[src/rtl/cfg_startup_seq.sv]
module cfg_startup_seq #(
  parameter int LAST_STAGE = 4,
  localparam int SW = $clog2(LAST_STAGE + 1)
) (
  input  logic          clk,
  input  logic          rst,
  input  logic          cfg_step,
  input  logic          usr_step,
  input  logic          len_match,
  input  logic          opt_clk_sel,
  input  logic [SW-1:0] opt_done_stage,
  input  logic [SW-1:0] opt_gts_stage,
  input  logic [SW-1:0] opt_gsr_stage,
  input  logic          opt_gts_usr_en,
  input  logic          opt_gts_usr_inv,
  input  logic          opt_gsr_usr_en,
  input  logic          opt_gsr_usr_inv,
  input  logic          usr_gts,
  input  logic          usr_gsr,
  output logic          done,
  output logic          gts,
  output logic          gsr,
  output logic          finished
);
  localparam logic [SW-1:0] LAST = SW'(LAST_STAGE);

  logic          run;
  logic [SW-1:0] stg;
  logic          clk_sel_q;
  logic [SW-1:0] done_q, gts_q, gsr_q;
  logic          gts_en_q, gts_inv_q, gsr_en_q, gsr_inv_q;

  wire adv = clk_sel_q ? usr_step : cfg_step;

  always_ff @(posedge clk) begin
    if (rst) begin
      run       <= 1'b0;
      stg       <= '0;
      clk_sel_q <= 1'b0;
      done_q    <= '0;
      gts_q     <= '0;
      gsr_q     <= '0;
      gts_en_q  <= 1'b0;
      gts_inv_q <= 1'b0;
      gsr_en_q  <= 1'b0;
      gsr_inv_q <= 1'b0;
    end else if (!run) begin
      if (cfg_step && len_match) begin
        run       <= 1'b1;
        stg       <= '0;
        clk_sel_q <= opt_clk_sel;
        done_q    <= opt_done_stage;
        gts_q     <= opt_gts_stage;
        gsr_q     <= opt_gsr_stage;
        gts_en_q  <= opt_gts_usr_en;
        gts_inv_q <= opt_gts_usr_inv;
        gsr_en_q  <= opt_gsr_usr_en;
        gsr_inv_q <= opt_gsr_usr_inv;
      end
    end else if (adv && stg != LAST) begin
      stg <= stg + SW'(1);
    end
  end

  assign done     = run && (stg >= done_q);
  assign finished = run && (stg == LAST);
  assign gts = !(run && (stg >= gts_q)) || (gts_en_q && (usr_gts ^ gts_inv_q));
  assign gsr = !(run && (stg >= gsr_q)) || (gsr_en_q && (usr_gsr ^ gsr_inv_q));
endmodule

[config.mk]
export PLATFORM = sky130hd
export DESIGN_NAME = cfg_startup_seq
export DESIGN_NICKNAME = d
export VERILOG_FILES = /design/src/rtl/cfg_startup_seq.sv
export SDC_FILE = /design/constraint.sdc
export NUM_CORES = 1
export LEC_CHECK = 0
export BUFFER_PORTS_ARGS = -buffer_cell sky130_fd_sc_hd__buf_2
export CORE_MARGIN = 4
export CORE_UTILIZATION = 35
export CTS_BUF_LIST = sky130_fd_sc_hd__clkbuf_2
export DETAILED_ROUTE_END_ITERATION = 10
export PLACE_DENSITY = 0.68
export SLEW_MARGIN = 20
export SYNTH_ARGS = -nofsm -noshare
export SYNTH_HDL_FRONTEND = slang
export SYNTH_SLANG_ARGS = --single-unit
[constraint.sdc]
create_clock -name clk -period 1.7 [get_ports clk]
set_input_delay 0.085 -clock clk [delete_from_list [all_inputs] [get_ports clk]]
set_output_delay 0.085 -clock clk [all_outputs]
set_load 0.005 [all_outputs]
[Yosys cells after proc, flatten, opt, wreduce, memory -nomap -nowiden]
Index checks and enable logic that the tools add are counted.
Word-level totals
  register bits after elaboration: 18
  bits in latches: 0
  bits in writable memories: 0
  bits in read-only memories: 0
  bits of input ports: 21
  output and inout bits: 4
  logic and storage cells: 41
  memories: 0
Cells by class
  add/sub/neg operators: 1
  $mul: 0
  divide/modulo/power cells: 0
  magnitude comparators: 3
  equal/unequal tests: 3
  shift operators: 0
  mux-type cells: 6
  bitwise logic cells: 3
  reductions and logical operators: 15
Operators with widths (count)
  >= comparator 3 bit: 3
  2-to-1 mux 3 bit: 3
  logical AND 1 bit: 8
  AND reduction 2 bit: 2
  adder 3 x 1 -> 3 bit, second input constant: 1
  == test 3 bit, second input constant: 1
  2-to-1 mux 1 bit: 3
  inequality test 3 bit, second input constant: 1
  zero test 1 bit: 2
  logical OR 1 bit: 2
  inequality test 2 x 1 -> 1 bit, second input constant: 1
  nonzero test 2 bit: 1
  bitwise XOR 1 bit: 2
  NOT 1 bit: 1

[Longest topological paths before layout]
  depth after elaboration: 4
  depth in mapped cells: 6

[Least setup slack after synthesis]
Ideal clock, no wire load.
  path type: register to register
  from: register stg[0]
  to: register stg[2]
  setup time: 0.074 ns
  arrival time: 1.295 ns
  data required time: 1.626 ns
  slack: 0.331 ns
  cell stages (with the launch flop): 7
  path buffers: 0
  cell sequence: dfxtp_1 > inv_1 > ha_1 > nand2_1 > nand3_4 > or3b_1 > a31oi_1
Between the ends
  word-level cells in the longest chain between the ends: 4
  elaborated cells on any way between the ends: 7
RTL lines
  start: declaration: line 28  | logic [SW-1:0] stg;
  start signal: assignment: line 61  | stg <= stg + SW'(1);
  parallel branches: the longest is 4 deep, another holds adder 3 x 1 -> 3 bit
Several ways; the timed one is not identified. The select of a mux whose other input is x is not followed.
A chain may end at the register's enable or synchronous reset.

[Worst setup path in the final report]
  from: register stg[0]
  to: output port gsr
Between the ends
  word-level cells in the longest chain between the ends: 4
RTL lines
  >= comparator 3 bit: line 68  | assign gsr = !(run && (stg >= gsr_q)) || (gsr_en_q && (usr_gsr ^ gsr_inv_q));
  logical AND 1 bit: line 68
  zero test 1 bit: line 68
  logical OR 1 bit: line 68
  end: declaration: line 22  | output logic gsr,
No other way between the ends.

==> results.md <==
- Wire length on met3: 82 um
- CTS Buf Count: 3
- DIE HEIGHT: 60.5 um
- CTS tree: done
- WL met1: 893 um
- Ys flop type: dfxtp_1
- Total track usage: 12.5%
- DIE AREA: 3660 um2
- Final nets: 189
- Cell area after layout: 1310 um2
- R2r setup slk: 180 ps
- Static Leak: 0.554 nW
- DIE WIDTH: 60.5 um
- Pin count of the biggest net entering global routing: 19
- Dpl ws: 175 ps
- Synthesis-to-layout area growth: 35.1%
- Final worst clock skew: 11.5 ps
- Max-Slew Margin vs Limit: 77.4%
- Buffers on Ports: 24
- Max cap viols: 0
- Pwr Density: 597 nW/um2
- Reg2reg start: stg[0]
- Fmax: 599 MHz
- Slowest cell on crit path: dfxtp_2
- Startpoint types: register
- Core Util, Final: 51.3%
- Worst R2R End: stg[2]
- Layout cell share with drive strength beyond 1: 29.0%
- Async set-reset flop share out of synthesis: 0%
- Synth Instances: 119
- Final Max Slew Viols: 0
- Row count: 18
- CP Buf/Inv Count: 2
- List of most frequent post-synthesis cells: 33 x nand2_1, 18 x a21oi_1, 18 x dfxtp_1
- Worst hold stages: 3
- CP Capture Type: output port
- Post-DR wirelength/cell: 11.0 um
- H-tree levels: 1
- Outcome: complete, no violations
- CTS sink cnt: 18
- TritonRoute pass-1 iters: 3
- Placed cell areas: 1120 um2
- WL final: 2030 um
- Critical path required time: 1620 ps
- Top-count cell post-synth: nand2_1
- WP data arrival: 1580 ps
- Synth Register Bits: 18
- Synth top area cells: dfxtp_1 37%, ha_1 14%, nand2_1 13%, a21oi_1 9.3%, inv_1 3.1%
- Maximum VDD drop: 0.540 mV
- Final period utilization: 98.1%
- R2R cell count: 7
- Ys Warns: 0
- Uppermost layer routed: met4
- Core area: 2540 um2
- Post-route DRC: 0
- CTS Root Cell: clkbuf_2
- Worst-path clk slew: 160 ps
- Worst-Margin Slew: 337 ps
- Clock Latency Late Sink: 290 ps
- Vias in the first global route: 852
- DR iter-0 viols: 15
- Crit Path Max Fanout: 4
- Synthesized Nets: 151
- Initial Util: 38.0%
- RSZ-0062 raised after global routing: true
- Hold Startpoint: opt_gts_usr_inv
- ANT cells: 0
- Placed cell count: 171
- Worst Hold Class: in2reg
- Via total after detailed routing: 860
- Clk buf depth: 2
- Yosys top cell by area: dfxtp_1
- Post-synth top area share: 37.3%
- Synthesized area: 966 um2
- CP Cell Sequence: inv_4, ha_4, nand2b_4, a21oi_2, nor2b_1, o211ai_1, buf_2
- Final Critical Period: 1670 ps
- I/O pin count: 25
- GRT overflow: 0
- Synth cell types: 25
- Non-Filler Instances: 185
- Syn avg cell area: 8.12 um2
- Hold Path End: gts_inv_q
- Placer Congestion: 0.739
- Vias per cell: 4.65
- WS Path Type: reg2out
- Final Hold Fails: 0
- Initial antenna violation count: 0
- Routed wl met2: 1040 um
- Final setup fails: 0
- Largest stage delay on the critical path: 380 ps
- Seq/Total Area, Yosys: 37.3%
- Setup TNS: 0 ps
- Post-DRT Antenna Nets: 0
- Crit-path leading delay family: flip-flops
- Setup WS post-layout: 31.6 ps
- EDFF count, synth: 0
- Wire length of the first global-routing pass: 3490 um
- HPWL Detailed: 1460 um
[tightest hold or removal path, cell delays in order]
cell and delay, ps:
buf_2 90, nand2_1 40, a21oi_1 50
[state kept, by name, summed over array words and instances (netlist names)]
| signal | count |
|---|---|
| gsr_en_q | 1 |
| gts_q | 3 |
| clk_sel_q | 1 |
| done_q | 3 |
| gsr_inv_q | 1 |
| run | 1 |
| gsr_q | 3 |
| stg | 3 |
| gts_inv_q | 1 |
| gts_en_q | 1 |
[repair_timing]
item / 4_1_cts / 5_1_grt
resized for setup: 7 / 4
endpoints found under the setup margin: 3 / 3
pin swaps: 4 / 1
setup buffers: 2 / 0
endpoints found under the hold margin: 6 / 3
hold buffers: 6 / 3
[through the flow]
| stage | total power, mW | hold slack [ps] |
|---|---|---|
| finish | 0.779 | 16.8 |
| global route | 0.827 | 2.63 |
| CTS | 0.776 | 0.614 |
| detailed placement | 0.584 | 331 |
| global placement | 0.580 | 326 |
| floorplan | 0.536 | 221 |
[power breakdown]
| part | internal, mW | total [mW] | switching, mW | leakage, nW |
|---|---|---|---|---|
| clock network | 0.0482 | 0.170 | 0.121 | 0.0125 |
| logic | 0.0858 | 0.155 | 0.0692 | 0.394 |
| registers | 0.441 | 0.455 | 0.0139 | 0.147 |
| total | 0.575 | 0.779 | 0.204 | 0.554 |
[kinds of logic after synthesis]
kind of cell,synth area share [%]
compound gates,12.3
xor+xnor,1.81
fa+ha+maj,14.2
buf+inv,6.09
flops,37.3
mux,3.76
simple gates,24.5
[layout by cell type (no fill, tap or decap), types with 2 or more instances in the layout]
cell type      instances
nand2_1               33
xor2_1                 2
buf_2                 24
nand2b_4               2
ha_4                   3
a21oi_2                3
inv_1                  7
buf_4                  5
a21oi_1               15
dfxtp_1               17
dlygate4sd3_1          9
o211ai_1               2
nor2b_1                3
nor2_1                 4
ha_1                   8
clkbuf_2               3
[how the worst max path moves through the flow]
| stage | from | end | slack, ps | cells past startpoint |
|---|---|---|---|---|
| finish | stg[0] | gsr | 30 | 7 |
| detailed placement | stg[0] | gsr | 180 | 7 |
| CTS | stg[0] | gts | -10 | 7 |
| global route | stg[0] | gsr | -80 | 7 |
| global placement | stg[0] | gsr | 220 | 7 |
| floorplan | stg[0] | stg[2] | 330 | 6 |
[area by class of cell]
class | count | area, um2
Multi-Input combinational cell | 88 | 611
Clock buffer | 3 | 15.0
Tap cell | 30 | 37.5
Timing Repair Buffer | 38 | 248
Sequential cell | 18 | 362
Inverter | 8 | 32.5
Fill cell | 244 | 1240
[per-layer routing]
layer / vias up / track usage [%]
li1: 463 / -
met1: 383 / 14.9
met2: 12 / 21.6
met3: 2 / 2.77
met4: 0 / 5.57
met5: - / 0
Note: power is estimated with default switching activity, not from simulation.
